<file path="config.mk">
export PLATFORM = sky130hd
export DESIGN_NAME = rot_chain_arbiter
export DESIGN_NICKNAME = d
export VERILOG_FILES = /design/src/rtl/rca_pkg.sv /design/src/rtl/rca_prio_cell.sv /design/src/rtl/rca_ring.sv /design/src/rtl/rca_owner.sv /design/src/rtl/rot_chain_arbiter.sv
export SDC_FILE = /design/constraint.sdc
export NUM_CORES = 1
export LEC_CHECK = 0
export ABC_CLOCK_PERIOD_IN_PS = 6030
export BUFFER_PORTS_ARGS = -buffer_cell sky130_fd_sc_hd__buf_2
export CORE_MARGIN = 10
export CORE_UTILIZATION = 58
export DETAILED_ROUTE_END_ITERATION = 10
export GPL_ROUTABILITY_DRIVEN = 1
export PLACE_DENSITY = 0.86
export SLEW_MARGIN = 30
export SYNTH_ARGS = -nofsm -noshare
export SYNTH_HDL_FRONTEND = slang
export SYNTH_SLANG_ARGS = --single-unit
</file>
<file path="constraint.sdc">
create_clock -name clk -period 6.03 [get_ports clk]
set_clock_uncertainty 0.2 [all_clocks]
set_input_delay 0.3015 -clock clk [delete_from_list [all_inputs] [get_ports clk]]
set_output_delay 0.3015 -clock clk [all_outputs]
set_load 0.01 [all_outputs]
</file>
<file path="src/rtl/rca_pkg.sv">
package rca_pkg;
  function automatic int unsigned idx_bits(input int unsigned n);
    return (n > 2) ? $clog2(n) : 1;
  endfunction
endpackage

</file>
<file path="src/rtl/rca_prio_cell.sv">
module rca_prio_cell (
  input  logic pri_in,
  input  logic want,
  output logic pri_out,
  output logic chosen
);
  assign pri_out = pri_in & ~want;
  assign chosen  = pri_in & want;
endmodule

</file>
<file path="src/rtl/rca_ring.sv">
module rca_ring #(
  parameter int unsigned N_UNITS = 4,
  localparam int unsigned IDX_W = rca_pkg::idx_bits(N_UNITS)
) (
  input  logic [IDX_W-1:0]   head,
  input  logic [N_UNITS-1:0] want,
  output logic [N_UNITS-1:0] pick
);
  logic [N_UNITS-1:0] want_pos;
  logic [N_UNITS-1:0] pick_pos;
  logic [N_UNITS:0]   token;

  function automatic logic [IDX_W-1:0] unit_at(input logic [IDX_W-1:0] h, input int unsigned k);
    logic [IDX_W:0] s;
    s = {1'b0, h} + (IDX_W+1)'(k);
    if (s >= (IDX_W+1)'(N_UNITS)) s = s - (IDX_W+1)'(N_UNITS);
    return s[IDX_W-1:0];
  endfunction

  always_comb begin
    for (int k = 0; k < N_UNITS; k++) want_pos[k] = want[unit_at(head, k)];
  end

  assign token[0] = 1'b1;

  generate
    for (genvar k = 0; k < N_UNITS; k++) begin : g_cell
      rca_prio_cell u_cell (
        .pri_in (token[k]),
        .want   (want_pos[k]),
        .pri_out(token[k+1]),
        .chosen (pick_pos[k])
      );
    end
  endgenerate

  always_comb begin
    pick = '0;
    for (int k = 0; k < N_UNITS; k++) pick[unit_at(head, k)] = pick_pos[k];
  end
endmodule

</file>
<file path="src/rtl/rca_owner.sv">
module rca_owner #(
  parameter int unsigned N_UNITS = 4,
  localparam int unsigned IDX_W = rca_pkg::idx_bits(N_UNITS)
) (
  input  logic               clk,
  input  logic               rst_n,
  input  logic [N_UNITS-1:0] pick,
  input  logic [N_UNITS-1:0] done,
  output logic [N_UNITS-1:0] own,
  output logic               busy_q,
  output logic [IDX_W-1:0]   head
);
  logic [N_UNITS-1:0] rel_vec;
  logic               rel;
  logic               take;
  logic [IDX_W-1:0]   rel_idx;
  logic [IDX_W-1:0]   next_head;

  assign rel_vec = own & done;
  assign rel     = |rel_vec;
  assign take    = ~busy_q & (|pick);

  always_comb begin
    rel_idx = '0;
    for (int i = 0; i < N_UNITS; i++) if (rel_vec[i]) rel_idx = IDX_W'(i);
    next_head = (rel_idx == IDX_W'(N_UNITS - 1)) ? '0 : rel_idx + 1'b1;
  end

  always_ff @(posedge clk) begin
    if (!rst_n) begin
      own    <= '0;
      busy_q <= 1'b0;
      head   <= '0;
    end else if (rel) begin
      own    <= '0;
      busy_q <= 1'b0;
      head   <= next_head;
    end else if (take) begin
      own    <= pick;
      busy_q <= 1'b1;
    end
  end

  a_r4_one_owner: assert property (@(posedge clk) disable iff (!rst_n) $onehot0(own));
  a_r4_busy_match: assert property (@(posedge clk) disable iff (!rst_n) busy_q == (|own));
  a_r2_claim: assert property (@(posedge clk) disable iff (!rst_n)
    (!busy_q && (|pick)) |=> busy_q);
  a_r6_drop: assert property (@(posedge clk) disable iff (!rst_n)
    (|(own & done)) |=> (!busy_q && own == '0));
  a_r7_stray_done: assert property (@(posedge clk) disable iff (!rst_n)
    (busy_q && (own & done) == '0) |=> ($stable(own) && busy_q));

  generate
    for (genvar i = 0; i < N_UNITS; i++) begin : g_hold
      a_r5_no_preempt: assert property (@(posedge clk) disable iff (!rst_n)
        (own[i] && !done[i]) |=> own[i]);
    end
  endgenerate
endmodule

</file>
<file path="src/rtl/rot_chain_arbiter.sv">
module rot_chain_arbiter #(
  parameter int unsigned N_UNITS = 4
) (
  input  logic               clk,
  input  logic               rst_n,
  input  logic [N_UNITS-1:0] req,
  input  logic [N_UNITS-1:0] done,
  output logic [N_UNITS-1:0] grant,
  output logic               busy
);
  localparam int unsigned IDX_W = rca_pkg::idx_bits(N_UNITS);
  localparam int unsigned CNT_W = IDX_W + 1;

  logic [IDX_W-1:0]   head;
  logic [N_UNITS-1:0] want;
  logic [N_UNITS-1:0] pick;

  assign want = req & ~grant;

  rca_ring #(.N_UNITS(N_UNITS)) u_ring (
    .head(head),
    .want(want),
    .pick(pick)
  );

  rca_owner #(.N_UNITS(N_UNITS)) u_owner (
    .clk   (clk),
    .rst_n (rst_n),
    .pick  (pick),
    .done  (done),
    .own   (grant),
    .busy_q(busy),
    .head  (head)
  );

  a_r3_pick_iff_want: assert property (@(posedge clk) disable iff (!rst_n)
    ((|want) == (|pick)) && $onehot0(pick) && ((pick & ~want) == '0));

  // R9 fairness window tracked by counters, one per unit
  generate
    for (genvar i = 0; i < N_UNITS; i++) begin : g_fair
      logic [CNT_W-1:0] wait_cnt;
      always_ff @(posedge clk) begin
        if (!rst_n || !req[i] || grant[i]) wait_cnt <= '0;
        else if (!busy && (|pick) && !pick[i]) wait_cnt <= wait_cnt + 1'b1;
      end
      a_r9_bounded_wait: assert property (@(posedge clk) disable iff (!rst_n)
        wait_cnt <= CNT_W'(N_UNITS - 1));
    end
  endgenerate
endmodule

</file>
# == Word-level counts from Yosys, hierarchy flattened ==
# Cells that the tools add are included.
# op_classes
add_sub_neg,8
n_lt_le_gt_ge,12
eq_ne,1
muxes,27
bitwise_logic,15
reduce_logical,7
# op_table
operator,count
two-way mux 2 bit,7
AND 4 bit,3
bitwise mux 4 bit,3
"< comparator 2 x 3 -> 1 bit, second input constant",4
">= comparator 3 bit, second input constant",3
two-way mux 1 bit,9
binary-select mux 1 bit (select 2 bit),4
demux 1 bit (select 2 bit),4
">= comparator 2 x 1 -> 1 bit, second input constant",4
OR reduction 4 bit,2
"subtractor 2 x 1 -> 2 bit, second input constant",4
"adder 2 x 2 -> 3 bit, second input constant",2
AND 1 bit,6
NOT 1 bit,5
OR reduction 5 bit,1
logical AND 1 bit,4
NOT 4 bit,1
"adder 2 x 1 -> 3 bit, second input constant",1
">= comparator 2 x 3 -> 1 bit, second input constant",1
"adder 2 x 1 -> 2 bit, second input constant",1
"== test 2 bit, second input constant",1
# word_totals
reg_bits,7
inputBits,10
out_inout_bits,5

# == Logic depth before layout (Yosys ltp) ==
# Gate-level depths: netlist (run 1).
# logic_depth
ltp_word,12
mapped_depth,8

# == Cells and area by module ==
# Synthesis (run 1) repeated with hierarchy kept, for this count alone.
# hier_totals
cells_unflattened,81
hier_area_um2,730.7
# modules_own_cells
module,n_inst,cells_each,area_each_um2
rca_ring,1,36,330.3
rca_owner,1,33,280.3
rca_prio_cell,4,2,16.3
rot_chain_arbiter,1,4,55.1

# == Worst setup path before layout (run 1) ==
# No wires, ideal clock.
# synth_timing
kind,register to register
from,register u_owner.head[0]
to,register u_owner.own[1]
setup_time_ns,0.122
t_arrival_ns,2.629
required_time_ns,5.708
slack_ns,3.079
path_stages_with_launch,9
path_buffers,0
synth_period_minus_slack_ns,2.951
cell_sequence,dfxtp_1 -> inv_1 -> ha_1 -> or3_1 -> a2111oi_2 -> nor2_1 -> a221oi_2 -> nor4_1 -> a221o_1
# synth_between
elab_chain_len,12
# synth_lines
element,line_no,text
from (decl),rca_owner.sv:11,output logic [IDX_W-1:0] head
from (signal assigned),rca_owner.sv:37,head <= next_head;
"adder 2 x 1 -> 3 bit, or another cell as far along",rca_ring.sv:15,"s = {1'b0, h} + (IDX_W+1)'(k);"
">= comparator 3 bit, or another cell as far along",rca_ring.sv:16,if (s >= (IDX_W+1)'(N_UNITS)) s = s - (IDX_W+1)'(N_UNITS);
"two-way mux 2 bit, or another cell as far along",rca_ring.sv:16,
"< comparator 2 x 3 -> 1 bit (implied by the code), or another cell as far along",rca_ring.sv:39,"for (int k = 0; k < N_UNITS; k++) pick[unit_at(head, k)] = pick_pos[k];"
"logical AND 1 bit (implied by the code), or another cell as far along",rca_ring.sv:39,
"two-way mux 1 bit (implied by the code), or another cell as far along",rca_ring.sv:39,
"demux 1 bit (select 2 bit), or another cell as far along",--,
"bitwise mux 4 bit, or another cell as far along",rca_ring.sv:39,
bitwise mux 4 bit / AND 1 bit (equally long branches),"rca_ring.sv:39, rca_prio_cell.sv:8",
bitwise mux 4 bit (*),rca_ring.sv:39,
OR reduction 4 bit,rca_owner.sv:21,assign take = ~busy_q & (|pick);
AND 1 bit,rca_owner.sv:21,
to (signal assigned),rca_owner.sv:39,own <= pick;
to (decl),rca_owner.sv:9,"output logic [N_UNITS-1:0] own,"
# Mark *: on every way between the ends. The rest lies on a longest branch, timed or not. The select of a mux whose other input is x is not followed.
# A chain may end at the register's enable or synchronous reset.

# == Worst setup path after layout (run 1) ==
# Ends and elaborated chain as after synthesis.

==> reports/metrics.yaml, run 1 <==
outcome:
  status: "completed"
sta:
  fin_tns_setup_ps: 0
  drv_slew: 0
  tightest_slew_ps: 411
  hold_viol: 0
  min_period_ps: 3330
  slew_headroom: 0.719
  setup_violations: 0
  rsz0062_at_grt: "false"
  fin_crit_sh: 0.553
  fmax_mhz: 300
yosys:
  synth_edf_count: 0
  synth_common_cells: "13 x nand3_1, 8 x nand2_1, 7 x dfxtp_1, 7 x ha_1, 7 x nor2b_1"
  yosys.area.top_type: "dfxtp_1"
  synth-seq-cells: 7
  synth_area_leaders: "dfxtp_1 18%, ha_1 11%, nand3_1 8.1%, mux4_2 5.6%, nor2b_1 5.5%"
  synth_compound_area_frac: 0.235
  synth.avg_cell_area_um2: 8.69
  synthMuxAreaShare: 0.0563
  syn-cell-area_um2: 800
  synth_top_area_share: 0.175
  yosysSeqAreaShare: 0.175
  synth_most_common_cell: "nand3_1"
  synth_top_family_by_area: "simple AND/OR/NAND/NOR gates"
  synthCells: 92
  yosysWarningCount: 0
  synth_xor_area_frac: 0
  syn-num-nets: 109
  netlist-cell-type-count: 33
  async_reset_ff_frac: 0
  ys.flop_type: "dfxtp_1"
  synthAdderAreaFrac: 0.110
  yosys.area_share.simple: 0.415
floorplanning:
  rows: 13
  io_pins: 15
  die_w_um: 57.1
  fp.dieArea_um2: 3260
  initial_core_util: 0.614
  die_h_um: 57.1
  core-area_um2: 1300
power:
  pwr-share-comb: 0.681
  ir_drop_uv: 290
  sw_frac_of_total: 0.493
  switchingPower_uw: 227
  p_seq_frac: 0.220
  p_leak_uw: 0.000381
  p_clk_frac: 0.099
  intPower_uw: 234
  power.density_nw_per_um2: 504
  finalPower_uw: 461
drt:
  wl_per_cell_um: 16.7
  wl_um: 2080
  drt_pre_antenna_iters: 5
  drt_iter0_drc: 31
  vias: 825
  final_antenna_net_count: 0
  drc_errors: 0
  vias_per_cell: 6.60
setup_path:
  crit_fanout: 9
  r2r-start: "u_owner.head[0]$_SDFFE_PN0P_"
  worstSetupPathType: "reg2reg"
  critPathArrivalTime_ps: 3280
  r2r_slack_ps: 2700
  cp-end-kind: "flop"
  start_kind: "flop"
  required_ps: 5980
  reg2regPathDepth: 8
  crit_start: "u_owner.head[0]$_SDFFE_PN0P_"
clock_tree:
  cts.hold.buffers_added: 0
  htreeDepth: 1
  clockRootBuffer: "clkbuf_4"
  clockBufferDepth: 2
  clkTransAtPathRegs_ps: 60
  cts_inserted_buffers: 3
  numClockSinks: 7
  post_cts.repair.setup_buffers: 0
  cts_tree: "done"
  ctsResizeCount: 0
  clkLatencyLatePin_ps: 260
grt:
  grt_pass1_vias: 837
  antenna_found_initial: 0
  grt_max_degree: 10
  groute.usage.overall: 0.129
  grt_pass1_wl_um: 3540
  grt-ovfl-total: 0
place:
  post-dp-hpwl_um: 1620
  port_buffers: 14
  place_area_um2: 888
  place_congestion: 0.926
layout:
  drive_above_1_share: 0.255
  antenna_cells: 0
  nNetsFinal: 128
  final_area_um2: 915
  syn2layout_area_growth_pct: 14.4
  fillCellCount: 106
worst_hold_path:
  hold_path.class: "in2reg"
  hold_path_depth: 3
  worstHoldStart: "rst_n"
run:
  drv_cap: 0
==> cells in the final DEF, fill, tap and decap left out, types with 2 or more instances in the layout <==
| master | count |
|---|---|
| buf_2 | 14 |
| nor2_1 | 6 |
| mux4_2 | 2 |
| a21oi_1 | 4 |
| nand3_1 | 13 |
| nor2b_1 | 7 |
| nor3b_1 | 2 |
| a22oi_1 | 2 |
| nor4_1 | 2 |
| nand2b_4 | 3 |
| nand2_1 | 8 |
| a221oi_2 | 2 |
| ha_1 | 7 |
| dfxtp_1 | 7 |
| and2b_1 | 2 |
| clkbuf_4 | 3 |
| and2_1 | 2 |
| a2111oi_2 | 2 |
| or3_1 | 3 |
| a221o_1 | 2 |
| inv_1 | 2 |
==> stage by stage <==
| stage | setup slack, ps | std cells | utilization | hold WS (ps) |
|---|---|---|---|---|
| 3_5_place_dp | 2730 | 121 | 0.683 | 332 |
| 4_1_cts | 2720 | 125 | 0.703 | 116 |
| 6_report | 2700 | 125 | 0.703 | 109 |
| 2_1_floorplan | 3080 | 92 | - | 242 |
| 5_1_grt | 2460 | 125 | 0.703 | 124 |
| 3_3_place_gp | 2830 | 121 | 0.683 | 332 |
==> cell families (layout without fill, tap and decap cells) <==
kind of cell | Yosys count | count (layout)
DFF | 7 | 7
muxes | 2 | 2
adders and majority gates | 7 | 7
AOI/OAI and AO/OA | 19 | 19
and+or+nand+nor | 55 | 55
buffers and inverters | 2 | 20
==> power groups by stage <==
stage               registers, uW  logic (uW)  clock network (uW)
floorplan                    99.0         239                   0
global placement             99.2         301                   0
detailed placement            101         308                   0
CTS                           100         311                44.2
global route                  105         344                49.7
finish                        101         314                45.9
==> layout make-up <==
cell class                      count  area (um^2)  share of cell area
Sequential cell                     7          140               0.153
Timing Repair Buffer               14         70.1              0.0766
Clock buffer                        4         26.3              0.0287
Inverter                            2         7.51             0.00821
Tap cell                           15         18.8              0.0205
Multi-Input combinational cell     83          652               0.713
==> sequential cells by signal, indices dropped and copies added, names as in the netlist <==
name	count
u_owner.own	4
u_owner.head	2
u_owner.busy_q	1
==> path summary, 6_finish.rpt <==
check,endpoint
worst max-delay path,u_owner.own[1]$_SDFFE_PP0P_
worst min-delay path,u_owner.head[1]$_SDFFE_PN0P_
worst max register to register,u_owner.own[1]$_SDFFE_PP0P_
worst min register to register,u_owner.own[3]$_SDFFE_PP0P_
==> routing by layer <==
| metal | track usage | wire (um) | up-vias |
|---|---|---|---|
| li1 | - | - | 392 |
| met1 | 0.148 | 909 | 385 |
| met2 | 0.205 | 962 | 38 |
| met3 | 0.0442 | 135 | 10 |
| met4 | 0.0738 | 74 | 0 |
| met5 | 0 | 0 | - |
==> critical path, stage by stage (launching register included) <==
cell and delay (ps):
dfxtp_1 530, inv_1 200, ha_1 400, or3_1 400, a2111oi_2 490, nor2_1 160
a221oi_2 450, nor4_1 100, a221o_1 280
No activity file was read; power rests on OpenSTA's default activity.
==> run 2: changes to the inputs <==
--- a/config.mk
+++ b/config.mk
@@ -5,13 +5,13 @@
 export SDC_FILE = /design/constraint.sdc
 export NUM_CORES = 1
 export LEC_CHECK = 0
-export ABC_CLOCK_PERIOD_IN_PS = 6030
+export ABC_CLOCK_PERIOD_IN_PS = 3100
 export BUFFER_PORTS_ARGS = -buffer_cell sky130_fd_sc_hd__buf_2
 export CORE_MARGIN = 10
-export CORE_UTILIZATION = 58
+export CORE_UTILIZATION = 54
 export DETAILED_ROUTE_END_ITERATION = 10
 export GPL_ROUTABILITY_DRIVEN = 1
-export PLACE_DENSITY = 0.86
+export PLACE_DENSITY = 0.81
 export SLEW_MARGIN = 30
 export SYNTH_ARGS = -nofsm -noshare
 export SYNTH_HDL_FRONTEND = slang
==> constraint.sdc (replaced) <==
create_clock -name clk -period 3.1 [get_ports clk]
set_clock_uncertainty 0.2 [all_clocks]
set_input_delay 0.155 -clock clk [delete_from_list [all_inputs] [get_ports clk]]
set_output_delay 0.155 -clock clk [all_outputs]
set_load 0.01 [all_outputs]
==> run 2 against run 1 <==
  * Die area is 4.8% higher
  * Combinational power is 130% higher
  * First-iteration DRC count is 42% lower
  * Total power is 110% higher
  * Worst hold slack got worse by 94 ps
  * Global-route usage grew 1.2 points
  * Maximum frequency up 15%
  * Sequential cell count stayed put
  * Sequential share of layout area is 1.4 points lower
  * Core utilization rose by 4.1 points
  * Routed wire length increased by 12%
  * Sequential power grew 70%
  * Largest cell class unchanged
  * Largest power group unchanged
  * Highest routed layer unchanged
==> reports/metrics.yaml, run 2 (synthesis results as in run 1) <==
setup_path:
  cpMaxStageDelayCell: "a2111oi_2"
  worstSetupPathType: "reg2reg"
  r2r-start: "u_owner.head[0]$_SDFFE_PN0P_"
  cp-end-kind: "flop"
  crit_fanout: 5
  reg2regPathDepth: 8
  crit_end: "u_owner.own[2]$_SDFFE_PP0P_"
  path_cells: "inv_1, ha_1, or3_1, a2111oi_2, nor2_1, a221oi_4, nor4_1, a221o_1"
  cp.depth: 8
  critPathTopFamily: "compound AO/OA/AOI/OAI gates"
  crit_start: "u_owner.head[0]$_SDFFE_PN0P_"
  r2r_end: "u_owner.own[2]$_SDFFE_PP0P_"
  r2r_slack_ps: 190
  start_kind: "flop"
  critPathArrivalTime_ps: 2860
  cpPeakStageDelay_ps: 480
  required_ps: 3050
  path_buf_inv: 1
clock_tree:
  post_cts.repair.setup_buffers: 0
  cts_tree: "done"
  clockBufferDepth: 2
  clkLatencyLatePin_ps: 260
  clockRootBuffer: "clkbuf_4"
  htreeDepth: 1
  cts_inserted_buffers: 3
  clkTransAtPathRegs_ps: 50
  numClockSinks: 7
layout:
  drive_above_1_share: 0.280
  final_common_cell: "buf_2"
  largest_register_ffs: 4
  regMostFlops: "u_owner.own"
  top_regs: "u_owner.own: 4 flops, u_owner.head: 2 flops, u_owner.busy_q: 1 flops"
  nNetsFinal: 136
  syn2layout_area_growth_pct: 25.7
  final_cell_mix: "14 x buf_2, 13 x nand3_1, 8 x nand2_1"
  final_area_um2: 1000
  antenna_cells: 0
sta:
  fin_crit_sh: 0.939
  hold_viol: 0
  setup_violations: 0
  fin_tns_setup_ps: 0
  min_period_ps: 2910
  fmax_mhz: 344
  rsz0062_at_grt: "false"
  drv_slew: 0
  slew_headroom: 0.700
  tightest_slew_ps: 439
drt:
  final_antenna_net_count: 0
  drt_iter0_drc: 18
  wl_per_cell_um: 17.5
  vias: 857
  drc_errors: 0
  vias_per_cell: 6.44
  drt_pre_antenna_iters: 4
  wl_um: 2330
power:
  p_leak_uw: 0.000422
  ir_drop_uv: 517
  power.density_nw_per_um2: 980
grt:
  groute.usage.overall: 0.142
  antenna_found_initial: 0
  grt_max_degree: 9
  use_met3: 0.0322
  busiest_layer: "met2"
  met1_usage: 0.159
  grt_pass1_vias: 862
  grt_pass1_wl_um: 3920
  use_met2: 0.246
  grt-ovfl-total: 0
run:
  drv_cap: 0
floorplanning:
  rows: 13
  io_pins: 15
  die_h_um: 58.5
  fp.dieArea_um2: 3420
  core-area_um2: 1350
  initial_core_util: 0.592
  die_w_um: 58.5
outcome:
  status: "completed"
place:
  place_congestion: 0.911
  place_area_um2: 926
  post-dp-hpwl_um: 1680
  port_buffers: 14
worst_hold_path:
  hold_path.class: "in2reg"
[run 2: changes by cell type in the layout (fill, tap and decap cells not counted)]
cell / delta
a221oi_2: -2
a221oi_4: +2
buf_4: +5
dlygate4sd3_1: +3
[run 2: worst min-delay path: stages]
cell	delay, ps
buf_2	70
nand2_1	60
nand2_1	90
a21oi_1	40
[run 2: per-stage QoR]
step,total power [uW],setup slack (ps),util,cells,hold WS [ps]
after CTS,935,187,0.728,133,15.3
after global routing,1060,1.24,0.744,133,42.4
after floorplan,658,149,-,92,95.1
after global placement,817,293,0.686,126,207
after detailed placement,837,192,0.686,126,209
final,985,190,0.744,133,15.0
[run 2: layout make-up]
type,instances,area [um^2]
Clock buffer,4,26.3
Fill cell,99,345
Inverter,2,7.51
Multi-Input combinational cell,83,674
Sequential cell,7,140
Tap cell,15,18.8
Timing Repair Buffer,22,138
[run 2: routing by layer]
metal / part of all wire / wire length (um) / vias to the layer above
met4: 0.017 / 39 / 0
met2: 0.50 / 1180 / 30
met5: 0 / 0 / -
li1: - / - / 409
met3: 0.059 / 138 / 7
met1: 0.42 / 975 / 411
[run 2: worst min path at each step]
stage                                              end  slack, ps  depth (start not counted)     from
after floorplan           u_owner.head[1]$_SDFFE_PN0P_        100                          2    rst_n
after detailed placement  u_owner.head[0]$_SDFFE_PN0P_        210                          3  done[2]
after global placement    u_owner.head[0]$_SDFFE_PN0P_        210                          3  done[2]
after global routing      u_owner.head[1]$_SDFFE_PN0P_         40                          4  done[3]
final                     u_owner.head[1]$_SDFFE_PN0P_         20                          4  done[3]
after CTS                 u_owner.head[1]$_SDFFE_PN0P_         20                          4  done[3]
[run 2: what timing repair did]
item | CTS | global route
gates resized for setup | 0 | 2
hold endpoints to repair | 2 | 0
endpoints found under the setup margin | 0 | 1
hold buffers | 3 | 0
[run 2: power by group]
part	total [uW]	switching, uW	leakage [uW]	internal [uW]
combinational	728	398	0.000349	330
clock	85.1	35.9	0.0000150	49.3
sequential	172	43.7	0.0000574	128
==> run 3: changes to the inputs <==
--- a/config.mk
+++ b/config.mk
@@ -7,7 +7,7 @@
 export LEC_CHECK = 0
 export ABC_CLOCK_PERIOD_IN_PS = 3100
 export BUFFER_PORTS_ARGS = -buffer_cell sky130_fd_sc_hd__buf_2
-export CORE_MARGIN = 10
+export CORE_MARGIN = 2
 export CORE_UTILIZATION = 54
 export DETAILED_ROUTE_END_ITERATION = 10
 export GPL_ROUTABILITY_DRIVEN = 1
==> run 3 against run 2 <==
  * Die area is 47% lower
  * Core utilization is 1.7 points lower
  * Maximum frequency is 1.3% lower
  * Sequential power hardly changed
  * Clock power is 2% lower
==> reports/metrics.yaml, run 3 (synthesis results as in run 1) <==
outcome:
  status: "completed"
floorplanning:
  die_w_um: 42.5
  initial_core_util: 0.592
  io_pins: 15
  fp.dieArea_um2: 1800
  die_h_um: 42.5
  rows: 13
  core-area_um2: 1350
layout:
  syn2layout_area_growth_pct: 22.8
  utilization: 0.728
  antenna_cells: 0
  final_cell_mix: "14 x buf_2, 13 x nand3_1, 8 x nand2_1"
  top_regs: "u_owner.own: 4 flops, u_owner.head: 2 flops, u_owner.busy_q: 1 flops"
  largest_register_ffs: 4
  drive_above_1_share: 0.280
  nNetsFinal: 136
  final_common_cell: "buf_2"
  regMostFlops: "u_owner.own"
setup_path:
  critPathTopFamily: "compound AO/OA/AOI/OAI gates"
  path_cells: "inv_1, ha_1, or3_1, a2111oi_2, nor2_1, a221oi_2, nor4_1, a221o_1"
  critPathArrivalTime_ps: 2880
  worstSetupPathType: "reg2reg"
  cp-end-kind: "flop"
  path_buf_inv: 1
  crit_fanout: 5
  cpPeakStageDelay_ps: 460
  crit_start: "u_owner.head[0]$_SDFFE_PN0P_"
  start_kind: "flop"
  r2r-start: "u_owner.head[0]$_SDFFE_PN0P_"
  cpMaxStageDelayCell: "a2111oi_2"
  required_ps: 3040
clock_tree:
  clockBufferDepth: 2
  ctsResizeCount: 0
  clkTransAtPathRegs_ps: 50
  clockRootBuffer: "clkbuf_4"
  clkLatencyLatePin_ps: 250
  cts_tree: "done"
  cts.hold.buffers_added: 3
  cts_inserted_buffers: 3
  htreeDepth: 1
  post_cts.repair.setup_buffers: 0
  numClockSinks: 7
sta:
  hold_viol: 0
  slew_headroom: 0.640
  drv_slew: 0
  fin_crit_sh: 0.951
  min_period_ps: 2950
  setup_violations: 0
  fin_tns_setup_ps: 0
  rsz0062_at_grt: "false"
  tightest_slew_ps: 537
  fmax_mhz: 339
drt:
  drc_errors: 0
  vias: 803
  wl_per_cell_um: 15.0
  final_antenna_net_count: 0
  drt_pre_antenna_iters: 4
  vias_per_cell: 6.04
  drt_iter0_drc: 17
  wl_um: 2000
grt:
  groute.usage.overall: 0.251
  grt_pass1_wl_um: 3490
  grt_pass1_vias: 807
  antenna_found_initial: 0
  grt-ovfl-total: 0
  grt_max_degree: 9
power:
  p_leak_uw: 0.000420
  power.density_nw_per_um2: 949
  ir_drop_uv: 564
place:
  post-dp-hpwl_um: 1520
  port_buffers: 14
  place_congestion: 0.895
worst_hold_path:
  hold_path.class: "in2reg"
  worstHoldStart: "done[3]"
run:
  drv_cap: 0
==> run 3: changes by cell type in the layout (fill, tap and decap cells not counted) <==
cell | before | now
a221oi_2 | 0 | 2
a221oi_4 | 2 | 0
==> run 3: power breakdown <==
part	internal, uW	switching, uW
registers	128	43.1
logic	309	368
clock network	49.2	34.3
total	487	445
==> run 3: worst min-delay path, stage by stage <==
cell	delay [ps]
buf_2	70
nand2_1	50
nand2_1	80
a21oi_1	50
==> run 3: worst paths after layout <==
kind                                  endpoint  slack (ps)  cells past startpoint
hold / removal    u_owner.head[1]$_SDFFE_PN0P_          10                      4
setup reg to reg   u_owner.own[2]$_SDFFE_PP0P_         150                      8
hold reg to reg    u_owner.own[3]$_SDFFE_PP0P_         340                      2
setup / recovery   u_owner.own[2]$_SDFFE_PP0P_         150                      8
==> run 3: metrics by stage <==
stage                     hold slack [ps]  power [uW]  instances  setup WS, ps  cell area, um^2
final                                11.8         932        133           153              982
after global routing                 61.7        1010        133          32.9              982
after CTS                            2.87         929        133           171              982
after detailed placement              208         832        126           186              926
after global placement                205         815        126           262              926
after floorplan                      95.1         658         92           149              800
==> run 3: per-layer routing <==
layer,GRT usage,vias to the layer above,share of wire
met5,0,-,0
met4,0.106,0,0.0070
met3,0.0345,2,0.037
met2,0.428,18,0.48
met1,0.312,373,0.47
li1,-,410,-
==> run 3: layout make-up <==
type / instances / area, um^2
Multi-Input combinational cell: 83 / 652
Inverter: 2 / 7.51
Fill cell: 98 / 368
Sequential cell: 7 / 140
Timing Repair Buffer: 22 / 138
Tap cell: 15 / 18.8
Clock buffer: 4 / 26.3
